--- config.mk ---
export PLATFORM = sky130hd
export DESIGN_NAME = step_sequencer
export DESIGN_NICKNAME = d
export VERILOG_FILES = /design/src/rtl/seq_pkg.sv /design/src/rtl/seq_decode.sv /design/src/rtl/seq_timer.sv /design/src/rtl/step_sequencer.sv
export SDC_FILE = /design/constraint.sdc
export NUM_CORES = 1
export LEC_CHECK = 0
export ABC_CLOCK_PERIOD_IN_PS = 2200
export CAP_MARGIN = 20
export CORE_ASPECT_RATIO = 1.25
export CORE_MARGIN = 8
export CORE_UTILIZATION = 55
export DETAILED_ROUTE_END_ITERATION = 10
export DONT_BUFFER_PORTS = 1
export PLACE_DENSITY_LB_ADDON = 0.3
export SYNTH_ARGS = -nofsm -noshare
export SYNTH_HDL_FRONTEND = slang
export SYNTH_SLANG_ARGS = --single-unit
--- constraint.sdc ---
create_clock -name clk -period 2.2 [get_ports clk]
set_clock_uncertainty 0.2 [all_clocks]
set_input_delay 0.22 -clock clk [delete_from_list [all_inputs] [get_ports clk]]
set_output_delay 0.22 -clock clk [all_outputs]
set_load 0.01 [all_outputs]
--- src/rtl/seq_pkg.sv ---
package seq_pkg;
  localparam int ENUM_W   = 5;
  localparam int PARAM_W  = 2;
  localparam int OP_W     = 8;
  localparam int PROC_MAX = 4;                       // longest procedure
  localparam int IDX_W    = $clog2(PROC_MAX + 1);    // holds 0..PROC_MAX
  localparam int SEL_W    = $clog2(PROC_MAX);

  typedef struct packed {
    logic [ENUM_W-1:0]  code;
    logic [PARAM_W-1:0] prm;
  } bus_word_t;

  function automatic logic is_inc(input logic [OP_W-1:0] op);
    return op[7:1] == 7'b0101010;
  endfunction

  function automatic logic is_mov(input logic [OP_W-1:0] op);
    return (op[7:6] == 2'b00) && (op != '0);
  endfunction

  // number of steps in the procedure of an opcode
  function automatic logic [IDX_W-1:0] proc_len(input logic [OP_W-1:0] op);
    if (is_inc(op))      return IDX_W'(4);
    else if (is_mov(op)) return IDX_W'(2);
    else                 return IDX_W'(1);
  endfunction

  // control word for step idx of an opcode; null word where nothing applies
  function automatic bus_word_t proc_word(input logic [OP_W-1:0] op,
                                          input logic [IDX_W-1:0] idx);
    bus_word_t w;
    w = '0;
    if (is_inc(op)) begin
      case (idx)
        IDX_W'(0): w = '{code: 5'b00001,               prm: 2'b01};
        IDX_W'(1): w = '{code: {4'b0001, ~op[0]},      prm: 2'b01};
        IDX_W'(2): w = '{code: 5'b01010,               prm: 2'b10};
        IDX_W'(3): w = '{code: {4'b0001, op[0]},       prm: 2'b10};
        default:   w = '0;
      endcase
    end else if (is_mov(op)) begin
      case (idx)
        IDX_W'(0): w = '{code: {2'b00, op[5:3]},       prm: 2'b00};
        IDX_W'(1): w = '{code: {2'b00, op[2:0]},       prm: 2'b10};
        default:   w = '0;
      endcase
    end
    return w;
  endfunction
endpackage

--- src/rtl/seq_decode.sv ---
module seq_decode
  import seq_pkg::*;
(
  input  logic [OP_W-1:0]  op,
  input  logic [IDX_W-1:0] step_idx,
  output logic [IDX_W-1:0] n_steps,
  output bus_word_t        word
);
  bus_word_t table_w [PROC_MAX];

  for (genvar g = 0; g < PROC_MAX; g++) begin : g_word
    assign table_w[g] = proc_word(op, IDX_W'(g));
  end

  assign n_steps = proc_len(op);

  always_comb begin
    if (step_idx < IDX_W'(PROC_MAX)) word = table_w[step_idx[SEL_W-1:0]];
    else                             word = '0;
  end
endmodule

--- src/rtl/seq_timer.sv ---
module seq_timer
  import seq_pkg::*;
#(
  parameter int TICKS_PER_STEP = 4
) (
  input  logic             clk,
  input  logic             rst_n,
  input  logic             start,
  input  logic             active,
  input  logic [IDX_W-1:0] n_steps,
  output logic [((TICKS_PER_STEP > 1) ? $clog2(TICKS_PER_STEP) : 1)-1:0] tick_idx,
  output logic [IDX_W-1:0] step_idx,
  output logic             step_end,
  output logic             proc_end
);
  localparam int TICK_W = (TICKS_PER_STEP > 1) ? $clog2(TICKS_PER_STEP) : 1;
  localparam logic [TICK_W-1:0] TICK_LAST = TICK_W'(TICKS_PER_STEP - 1);

  assign step_end = active && (tick_idx == TICK_LAST);
  assign proc_end = step_end && (step_idx == n_steps - IDX_W'(1));

  always_ff @(posedge clk) begin
    if (!rst_n || start) begin
      tick_idx <= '0;
      step_idx <= '0;
    end else if (step_end) begin
      tick_idx <= '0;
      step_idx <= step_idx + IDX_W'(1);
    end else if (active) begin
      tick_idx <= tick_idx + TICK_W'(1);
    end
  end

  AST_STEP_BOUND: assert property (@(posedge clk) disable iff (!rst_n)
    active |-> (step_idx < n_steps));
endmodule

--- src/rtl/step_sequencer.sv ---
module step_sequencer
  import seq_pkg::*;
#(
  parameter int TICKS_PER_STEP = 4,
  parameter int CLK_TICK       = 2
) (
  input  logic              clk,
  input  logic              rst_n,
  input  logic              op_valid,
  input  logic [7:0]        op_code,
  output logic              op_ready,
  output logic              step_line,
  output logic              bus_clk,
  output logic [4:0]        bus_enum,
  output logic [1:0]        bus_param,
  output logic              done
);
  localparam int TICK_W = (TICKS_PER_STEP > 1) ? $clog2(TICKS_PER_STEP) : 1;
  localparam logic [TICK_W-1:0] CLK_T = TICK_W'(CLK_TICK);

  typedef enum logic {S_IDLE, S_RUN} state_t;

  state_t           state;
  logic [OP_W-1:0]  op_q;
  logic             start;
  logic             running;
  logic [TICK_W-1:0] tick_idx;
  logic [IDX_W-1:0] step_idx;
  logic [IDX_W-1:0] n_steps;
  logic             step_end;
  logic             proc_end;
  bus_word_t        word;

  assign running = (state == S_RUN);
  assign start   = (state == S_IDLE) && op_valid;

  seq_decode u_dec (
    .op       (op_q),
    .step_idx (step_idx),
    .n_steps  (n_steps),
    .word     (word)
  );

  seq_timer #(.TICKS_PER_STEP(TICKS_PER_STEP)) u_tmr (
    .clk      (clk),
    .rst_n    (rst_n),
    .start    (start),
    .active   (running),
    .n_steps  (n_steps),
    .tick_idx (tick_idx),
    .step_idx (step_idx),
    .step_end (step_end),
    .proc_end (proc_end)
  );

  always_ff @(posedge clk) begin
    if (!rst_n) begin
      state <= S_IDLE;
      op_q  <= '0;
      done  <= 1'b0;
    end else begin
      done <= 1'b0;
      if (start) begin
        op_q  <= op_code;
        state <= S_RUN;
      end else if (proc_end) begin
        state <= S_IDLE;
        done  <= 1'b1;
      end
    end
  end

  assign op_ready  = !running;
  assign step_line = running;
  assign bus_clk   = running && (tick_idx >= CLK_T);
  assign bus_enum  = running ? word.code : '0;
  assign bus_param = running ? word.prm  : '0;

  AST_WORD_HOLD: assert property (@(posedge clk) disable iff (!rst_n)
    (step_line && tick_idx != '0) |-> ($stable(bus_enum) && $stable(bus_param)));
  AST_CLK_RISE: assert property (@(posedge clk) disable iff (!rst_n)
    (step_line && tick_idx == CLK_T) |-> $rose(bus_clk));
  AST_DONE_PULSE: assert property (@(posedge clk) disable iff (!rst_n)
    done |=> !done);
  AST_DONE_AFTER_STEP: assert property (@(posedge clk) disable iff (!rst_n)
    done |-> ($past(step_line) && !step_line));
endmodule

==> results of run 1 <==
==> registers in the layout, summed over array words and instances (netlist names) <==
register        flops
done                1
step_line           1
u_tmr.step_idx      3
op_q                8
u_tmr.tick_idx      2
==> placed cells by master (no fill, tap or decap), drive strengths merged, types with 2 or more instances in the layout <==
cell / count
nand3: 3
nor3: 5
nand4: 2
ha: 2
nor2: 20
nand2b: 2
a31oi: 2
inv: 3
clkbuf: 4
o21ai: 3
nor2b: 2
dlygate4sd3: 9
buf: 5
nand3b: 2
nor3b: 3
nand2: 3
mux2i: 9
a21oi: 7
dfxtp: 15
==> stage by stage <==
step,total power [mW],setup TNS (ps),utilization [%]
after floorplan,0.3714,0,-
after global placement,0.3835,0,58.04
after detailed placement,0.3855,0,58.04
after CTS,0.5633,-50.20,65.58
after global routing,0.5990,-174.6,67.45
final,0.5723,-74.03,67.45
==> Yosys cell counts, types with 3 or more instances <==
cell type | instances | area, sq um
sky130_fd_sc_hd__a21oi_1 | 7 | 35.03
sky130_fd_sc_hd__buf_6 | 3 | 33.78
sky130_fd_sc_hd__dfxtp_1 | 15 | 300.3
sky130_fd_sc_hd__inv_1 | 3 | 11.26
sky130_fd_sc_hd__mux2i_1 | 9 | 90.09
sky130_fd_sc_hd__nand2_1 | 3 | 11.26
sky130_fd_sc_hd__nand3_1 | 3 | 15.01
sky130_fd_sc_hd__nor2_1 | 20 | 75.07
sky130_fd_sc_hd__nor3_1 | 5 | 25.02
sky130_fd_sc_hd__nor3b_1 | 3 | 22.52
sky130_fd_sc_hd__o21ai_0 | 3 | 15.01
==> path summary, 6_finish.rpt <==
kind,startpoint,endpoint,slack [ps],depth (start not counted)
setup / recovery,op_q[5]$_SDFFE_PN0P_,bus_enum[0],-70,5
hold / removal,rst_n,step_line$_SDFFE_PN0P_,20,2
setup reg to reg,op_q[5]$_SDFFE_PN0P_,step_line$_SDFFE_PN0P_,320,5
hold reg to reg,u_tmr.tick_idx[1]$_SDFFE_PP0P_,u_tmr.tick_idx[1]$_SDFFE_PP0P_,310,2
==> what timing repair did <==
action,in CTS,in global routing
hold buffers,9,0
pin swaps,1,3
setup endpoints to repair,1,3
endpoints found under the hold margin,13,0
buffers inserted,0,1
gates resized for setup,0,7
==> worst max-delay path, cell delays in order (launching register included) <==
cell	delay (ps)
sky130_fd_sc_hd__dfxtp_2	340
sky130_fd_sc_hd__or3_4	380
sky130_fd_sc_hd__or4_4	430
sky130_fd_sc_hd__a21oi_2	150
sky130_fd_sc_hd__o311ai_1	110
sky130_fd_sc_hd__buf_4	160
==> cells by family after synthesis <==
kind of cell	Yosys count
other cells	1
fa+ha+maj	2
mux	10
flops	15
buf+inv	10
xor+xnor	2
simple gates	51
compound gates	15
==> per-layer routing <==
layer	vias up	GRT usage, %	part of all wire (%)
met2	21	23.20	52
met5	-	0	0
li1	393	-	-
met1	359	14.44	40
met4	0	5.703	1.9
met3	6	3.865	5.8
==> where the power goes <==
part           total (mW)  switching (mW)  internal, mW  leakage, nW
logic               0.107          0.0544        0.0527        0.269
registers           0.298          0.0141         0.284        0.124
clock network       0.167          0.0967        0.0705       0.0150
total               0.572           0.165         0.407        0.407
==> cell type report <==
class                           count  area (sq um)
Clock buffer                        4         26.28
Inverter                            3         11.26
Timing Repair Buffer               14         127.6
Multi-Input combinational cell     81         549.3
Sequential cell                    15         302.8
Fill cell                         131         501.7
Tap cell                           18         22.52
==> run_summary.xml, run 1 <==
<?xml version="1.0" encoding="UTF-8"?>
<metrics>
  <group name="hold_path">
    <metric name="holdCritPathClass" unit="">input pin to flip-flop</metric>
  </group>
  <group name="clock_network">
    <metric name="cts_buffers" unit="">3</metric>
    <metric name="tritoncts" unit="">done</metric>
    <metric name="worst_skew_pair.late_latency" unit="ps">290</metric>
    <metric name="cts_htree_levels" unit="">1</metric>
    <metric name="max-clock-path-buffers" unit="">2</metric>
    <metric name="clk_pin_slew_worst_paths" unit="ps">100</metric>
    <metric name="clock_sink_count" unit="">15</metric>
    <metric name="clockRootBuffer" unit="">sky130_fd_sc_hd__clkbuf_4</metric>
  </group>
  <group name="detailed_routing">
    <metric name="finalWirelength" unit="mm">2.075</metric>
    <metric name="wl_per_cell" unit="microns">15.37</metric>
    <metric name="detailroute.via_count" unit="">779</metric>
    <metric name="drt-initial-drc-count" unit="">15</metric>
    <metric name="drcViolationCount" unit="">0</metric>
    <metric name="vias_per_cell" unit="">5.770</metric>
    <metric name="ant_nets" unit="">0</metric>
    <metric name="detailedRoute.firstPassIterationCount" unit="">4</metric>
  </group>
  <group name="synth">
    <metric name="synth_simple_gate_area_share" unit="%">31.70</metric>
    <metric name="synth_top_flop_cell" unit="">sky130_fd_sc_hd__dfxtp_1</metric>
    <metric name="synth_top_family_by_area" unit="">simple AND/OR/NAND/NOR gates</metric>
    <metric name="synth_cells" unit="">106</metric>
    <metric name="synth_compound_area_share" unit="%">11.03</metric>
    <metric name="mappedNetlistArea" unit="sq um">895.9</metric>
    <metric name="synth-edff-count" unit="">0</metric>
    <metric name="synth-async-reset-ratio" unit="%">0</metric>
    <metric name="synth-seq-area-share" unit="%">33.52</metric>
    <metric name="postSynthAreaPerCell" unit="sq um">8.452</metric>
    <metric name="synth_seq_cells" unit="">15</metric>
    <metric name="post_synth_num_cell_types" unit="">36</metric>
    <metric name="net_count_synth" unit="">119</metric>
    <metric name="synthesized_area_fraction_occupied_by_xor_and_xnor_cells" unit="%">1.955</metric>
    <metric name="synth.area.mux_share" unit="%">11.31</metric>
    <metric name="yosys_warnings" unit="">0</metric>
    <metric name="synth_fa_ha_area_share" unit="%">2.793</metric>
  </group>
  <group name="sta">
    <metric name="report.final.slew_viol_count" unit="">0</metric>
    <metric name="period_share" unit="%">103.4</metric>
    <metric name="setup_viol_count_final" unit="">1</metric>
    <metric name="final.hold.worst_slack" unit="ps">22.97</metric>
    <metric name="min_period" unit="ps">2274</metric>
    <metric name="max_freq" unit="GHz">0.4397</metric>
    <metric name="post-route-worst-setup-slack" unit="ps">-74.03</metric>
    <metric name="report.final.hold_viol_count" unit="">0</metric>
    <metric name="setup_repair_after_global_routing_missed_its_margin" unit="">yes</metric>
  </group>
  <group name="global_route">
    <metric name="gr_overflow_total" unit="">0</metric>
    <metric name="grt_first_pass_wirelength" unit="mm">3.305</metric>
    <metric name="number_of_antenna_violations_at_the_first_check_in_global_routing" unit="">0</metric>
    <metric name="number_of_global_route_vias_before_repair" unit="">762</metric>
    <metric name="grt_max_degree" unit="">15</metric>
    <metric name="global_route.usage.total" unit="%">13.27</metric>
  </group>
  <group name="setup_path">
    <metric name="worst_setup_path_start_kind" unit="">flip-flop</metric>
    <metric name="cp.required" unit="ps">1780</metric>
    <metric name="crit_path_max_fanout" unit="">3</metric>
    <metric name="worst_ep_arrival_time" unit="ps">1850</metric>
    <metric name="setup.worst_path.class" unit="">flip-flop to primary output</metric>
    <metric name="type_of_destination_of_the_critical_path" unit="">primary output</metric>
  </group>
  <group name="status">
    <metric name="violations" unit="">setup timing</metric>
    <metric name="status" unit="">finished with violations</metric>
  </group>
  <group name="place">
    <metric name="place_ws" unit="ps">253.9</metric>
    <metric name="place_area" unit="sq um">894.6</metric>
    <metric name="detailed_place_hpwl" unit="mm">1.393</metric>
    <metric name="placed_cells" unit="">121</metric>
    <metric name="io_buffer_count" unit="">0</metric>
    <metric name="place.gp.congestion" unit="">0.9018</metric>
  </group>
  <group name="floorplanning">
    <metric name="placeableCoreArea" unit="sq um">1541</metric>
    <metric name="initial_utilization" unit="%">58.12</metric>
    <metric name="full_die_area" unit="sq um">3185</metric>
    <metric name="die_y" unit="microns">61.13</metric>
    <metric name="floorplan.die.width" unit="microns">52.10</metric>
    <metric name="fp-row-count" unit="">16</metric>
    <metric name="floorplan.io_pins" unit="">22</metric>
  </group>
  <group name="layout">
    <metric name="antennaDiodeCount" unit="">0</metric>
    <metric name="syn2layout_area_growth" unit="%">16.06</metric>
    <metric name="fin_cells" unit="">135</metric>
    <metric name="layout_nets" unit="">131</metric>
    <metric name="final_layout_size_suffix_gt1_share" unit="%">16.24</metric>
    <metric name="finish.instance_area" unit="sq um">1040</metric>
  </group>
  <group name="run">
    <metric name="maxCapViolations" unit="">0</metric>
  </group>
  <group name="power_and_ir_drop">
    <metric name="power_density" unit="nW/um^2">550.4</metric>
    <metric name="vdd.ir_drop.worst" unit="uV">340.2</metric>
    <metric name="leakage_power_summed_over_all_cells" unit="nW">0.4072</metric>
  </group>
</metrics>
(Power assumes the default switching activity.)
==> run 2: changes to the inputs <==
--- a/config.mk
+++ b/config.mk
@@ -12,7 +12,7 @@
 export CORE_UTILIZATION = 55
 export DETAILED_ROUTE_END_ITERATION = 10
 export DONT_BUFFER_PORTS = 1
-export PLACE_DENSITY_LB_ADDON = 0.3
+export PLACE_DENSITY = 0.69
 export SYNTH_ARGS = -nofsm -noshare
 export SYNTH_HDL_FRONTEND = slang
 export SYNTH_SLANG_ARGS = --single-unit
==> run 2 against run 1 <==
The flow finishes with violations (hold timing, setup timing). Clock-buffer cell count shrank 1. Setup slack improved by 18 ps. Cell area rose by 0.72%. First-iteration DRC count decreased by 33%. Combinational power is essentially flat. Die area unchanged. Critical path type unchanged. Largest cell class unchanged. Largest power group unchanged.
==> run_summary.xml, run 2 (synthesis gave the netlist of run 1 again) <==
<?xml version="1.0" encoding="UTF-8"?>
<metrics>
  <group name="setup_path">
    <metric name="regToRegSetupSlack" unit="ps">360</metric>
    <metric name="crit-reg2reg-capture" unit="">step_line$_SDFFE_PN0P_</metric>
    <metric name="timing.critical_path.cells" unit="">or3_4, or4_4, a21oi_2, o311ai_1, buf_4</metric>
    <metric name="cp.required" unit="ps">1780</metric>
    <metric name="timing.rr.start" unit="">op_q[5]$_SDFFE_PN0P_</metric>
    <metric name="worstRegToRegCells" unit="">5</metric>
    <metric name="setup.worst_path.class" unit="">flip-flop to primary output</metric>
    <metric name="critPathMaxStageDelay" unit="ps">420</metric>
    <metric name="crit_path_start" unit="">op_q[5]$_SDFFE_PN0P_</metric>
    <metric name="worst_path_max_delay_cell" unit="">sky130_fd_sc_hd__or4_4</metric>
    <metric name="worst_ep_arrival_time" unit="ps">1840</metric>
    <metric name="capturing_element_of_the_worst_setup_path" unit="">bus_enum[0]</metric>
    <metric name="crit_path_max_fanout" unit="">3</metric>
    <metric name="type_of_destination_of_the_critical_path" unit="">primary output</metric>
    <metric name="worst_setup_path_start_kind" unit="">flip-flop</metric>
  </group>
  <group name="sta">
    <metric name="final.hold.worst_slack" unit="ps">-1.263</metric>
    <metric name="report.final.hold_viol_count" unit="">1</metric>
    <metric name="report.final.slew_viol_count" unit="">0</metric>
    <metric name="max_freq" unit="GHz">0.4433</metric>
    <metric name="setup_repair_after_global_routing_missed_its_margin" unit="">yes</metric>
    <metric name="post-route-worst-setup-slack" unit="ps">-55.78</metric>
    <metric name="timing.setup.tns" unit="ps">-55.78</metric>
    <metric name="setup_viol_count_final" unit="">1</metric>
    <metric name="min_period" unit="ps">2256</metric>
    <metric name="period_share" unit="%">102.5</metric>
  </group>
  <group name="power_and_ir_drop">
    <metric name="power_report.internal_total" unit="mW">0.4030</metric>
    <metric name="clockPowerShare" unit="%">29.1</metric>
    <metric name="switching_power" unit="mW">0.1623</metric>
    <metric name="combinationalPowerShare" unit="%">18.4</metric>
    <metric name="seq_power_share" unit="%">52.5</metric>
    <metric name="power_density" unit="nW/um^2">539.8</metric>
    <metric name="vdd.ir_drop.worst" unit="uV">480.2</metric>
    <metric name="swShare" unit="%">28.71</metric>
    <metric name="leakage_power_summed_over_all_cells" unit="nW">0.4138</metric>
  </group>
  <group name="global_route">
    <metric name="number_of_antenna_violations_at_the_first_check_in_global_routing" unit="">0</metric>
    <metric name="global_route.usage.total" unit="%">13.48</metric>
    <metric name="grt_max_degree" unit="">15</metric>
    <metric name="gr_overflow_total" unit="">0</metric>
    <metric name="grt_first_pass_wirelength" unit="mm">3.284</metric>
    <metric name="number_of_global_route_vias_before_repair" unit="">773</metric>
  </group>
  <group name="floorplanning">
    <metric name="die_y" unit="microns">61.13</metric>
    <metric name="placeableCoreArea" unit="sq um">1541</metric>
    <metric name="floorplan.io_pins" unit="">22</metric>
    <metric name="full_die_area" unit="sq um">3185</metric>
    <metric name="fp-row-count" unit="">16</metric>
    <metric name="initial_utilization" unit="%">58.12</metric>
    <metric name="floorplan.die.width" unit="microns">52.10</metric>
  </group>
  <group name="layout">
    <metric name="layout.filler_cells" unit="">136</metric>
    <metric name="antennaDiodeCount" unit="">0</metric>
    <metric name="fin_cells" unit="">136</metric>
    <metric name="syn2layout_area_growth" unit="%">16.90</metric>
    <metric name="layout_nets" unit="">132</metric>
    <metric name="largest_reg_flops" unit="">8</metric>
    <metric name="final_layout_size_suffix_gt1_share" unit="%">16.95</metric>
    <metric name="max_flop_register" unit="">op_q</metric>
    <metric name="largest_registers" unit="">op_q: 8 flops, u_tmr.step_idx: 3 flops, u_tmr.tick_idx: 2 flops</metric>
    <metric name="layout_commonest_cell" unit="">sky130_fd_sc_hd__nor2_1</metric>
    <metric name="layout_common_cells" unit="">19 x sky130_fd_sc_hd__nor2_1, 14 x sky130_fd_sc_hd__dfxtp_1, 9 x sky130_fd_sc_hd__mux2i_1, 9 x sky130_fd_sc_hd__dlygate4sd3_1, 6 x sky130_fd_sc_hd__buf_4</metric>
  </group>
  <group name="detailed_routing">
    <metric name="vias_per_cell" unit="">5.779</metric>
    <metric name="finalWirelength" unit="mm">2.034</metric>
    <metric name="detailedRoute.firstPassIterationCount" unit="">4</metric>
    <metric name="drt-initial-drc-count" unit="">10</metric>
    <metric name="wl_per_cell" unit="microns">14.96</metric>
    <metric name="drcViolationCount" unit="">0</metric>
    <metric name="detailroute.via_count" unit="">786</metric>
    <metric name="ant_nets" unit="">0</metric>
  </group>
  <group name="clock_network">
    <metric name="max-clock-path-buffers" unit="">2</metric>
    <metric name="clockRootBuffer" unit="">sky130_fd_sc_hd__clkbuf_4</metric>
    <metric name="cts_buffers" unit="">3</metric>
    <metric name="clk_pin_slew_worst_paths" unit="ps">100</metric>
    <metric name="tritoncts" unit="">done</metric>
    <metric name="clock_sink_count" unit="">15</metric>
    <metric name="worst_skew_pair.late_latency" unit="ps">290</metric>
    <metric name="cts_htree_levels" unit="">1</metric>
  </group>
  <group name="place">
    <metric name="detailed_place_hpwl" unit="mm">1.434</metric>
    <metric name="io_buffer_count" unit="">0</metric>
    <metric name="placed_cells" unit="">122</metric>
    <metric name="place.gp.congestion" unit="">0.8741</metric>
  </group>
  <group name="hold_path">
    <metric name="holdCritPathClass" unit="">input pin to flip-flop</metric>
  </group>
  <group name="status">
    <metric name="violations" unit="">hold timing, setup timing</metric>
    <metric name="status" unit="">finished with violations</metric>
  </group>
  <group name="run">
    <metric name="maxCapViolations" unit="">0</metric>
  </group>
</metrics>
[run 2: power by group through the flow]
stage          Sequential [mW]  Clock (mW)  Combinational [mW]
2_1_floorplan            0.300           0              0.0710
3_3_place_gp             0.301           0              0.0827
3_5_place_dp             0.302           0              0.0833
4_1_cts                  0.296       0.164              0.0985
5_1_grt                  0.299       0.176               0.114
6_report                 0.297       0.164               0.104
[run 2: layout make-up]
| type | count | area (sq um) | area share, % |
|---|---|---|---|
| repair buffers | 15 | 135.1 | 12.90 |
| clock buffers | 3 | 22.52 | 2.151 |
| well taps | 18 | 22.52 | 2.151 |
| multi-input cells | 81 | 549.3 | 52.45 |
| inverters | 3 | 11.26 | 1.075 |
| flip-flops and latches | 15 | 301.5 | 28.79 |
| clock inverters | 1 | 5.005 | 0.4779 |
[run 2: through the flow]
stage	setup slack, ps	utilization (%)	power [mW]	instance area, sq um	hold slack, ps
2_1_floorplan	324.3	-	0.3714	895.9	167.2
3_3_place_gp	299.5	58.52	0.3840	902.1	170.9
3_5_place_dp	276.1	58.52	0.3856	902.1	177.3
4_1_cts	-28.62	66.40	0.5587	1023	2.102
5_1_grt	-96.98	67.94	0.5890	1047	24.29
6_report	-55.78	67.94	0.5653	1047	-1.263
[run 2: timing repair]
item                                   CTS  global route
gates resized for setup                  1             5
setup endpoints to repair                2             2
hold buffers                             9             0
endpoints found under the hold margin   13             0
setup buffers                            0             1
pin swaps                                1             2
[run 2: how the worst min path moves through the flow]
stage                    start                     end  slack, ps  cells after the start
finish                   rst_n  step_line$_SDFFE_PN0P_         -1                      2
global route             rst_n  step_line$_SDFFE_PN0P_         20                      2
CTS                      rst_n  step_line$_SDFFE_PN0P_          2                      2
detailed placement  op_code[3]    op_q[3]$_SDFFE_PN0P_        180                      2
global placement    op_code[4]    op_q[4]$_SDFFE_PN0P_        170                      2
floorplan           op_code[0]    op_q[0]$_SDFFE_PN0P_        170                      2
[run 2: per-layer routing]
metal,global-route usage [%],routed length [microns],part of all wire [%],up-vias
li1,-,-,-,395
met1,13.07,790,39,372
met2,24.40,1074,53,15
met3,4.348,134,6.6,4
met4,7.605,34,1.7,0
met5,0,0,0,-
[run 2: worst max-delay path: cells and delay by family (launching register included)]
family	cells	cell delay (ps)
simple gates	2	800
buf+inv	1	150
flops	1	340
compound gates	2	250
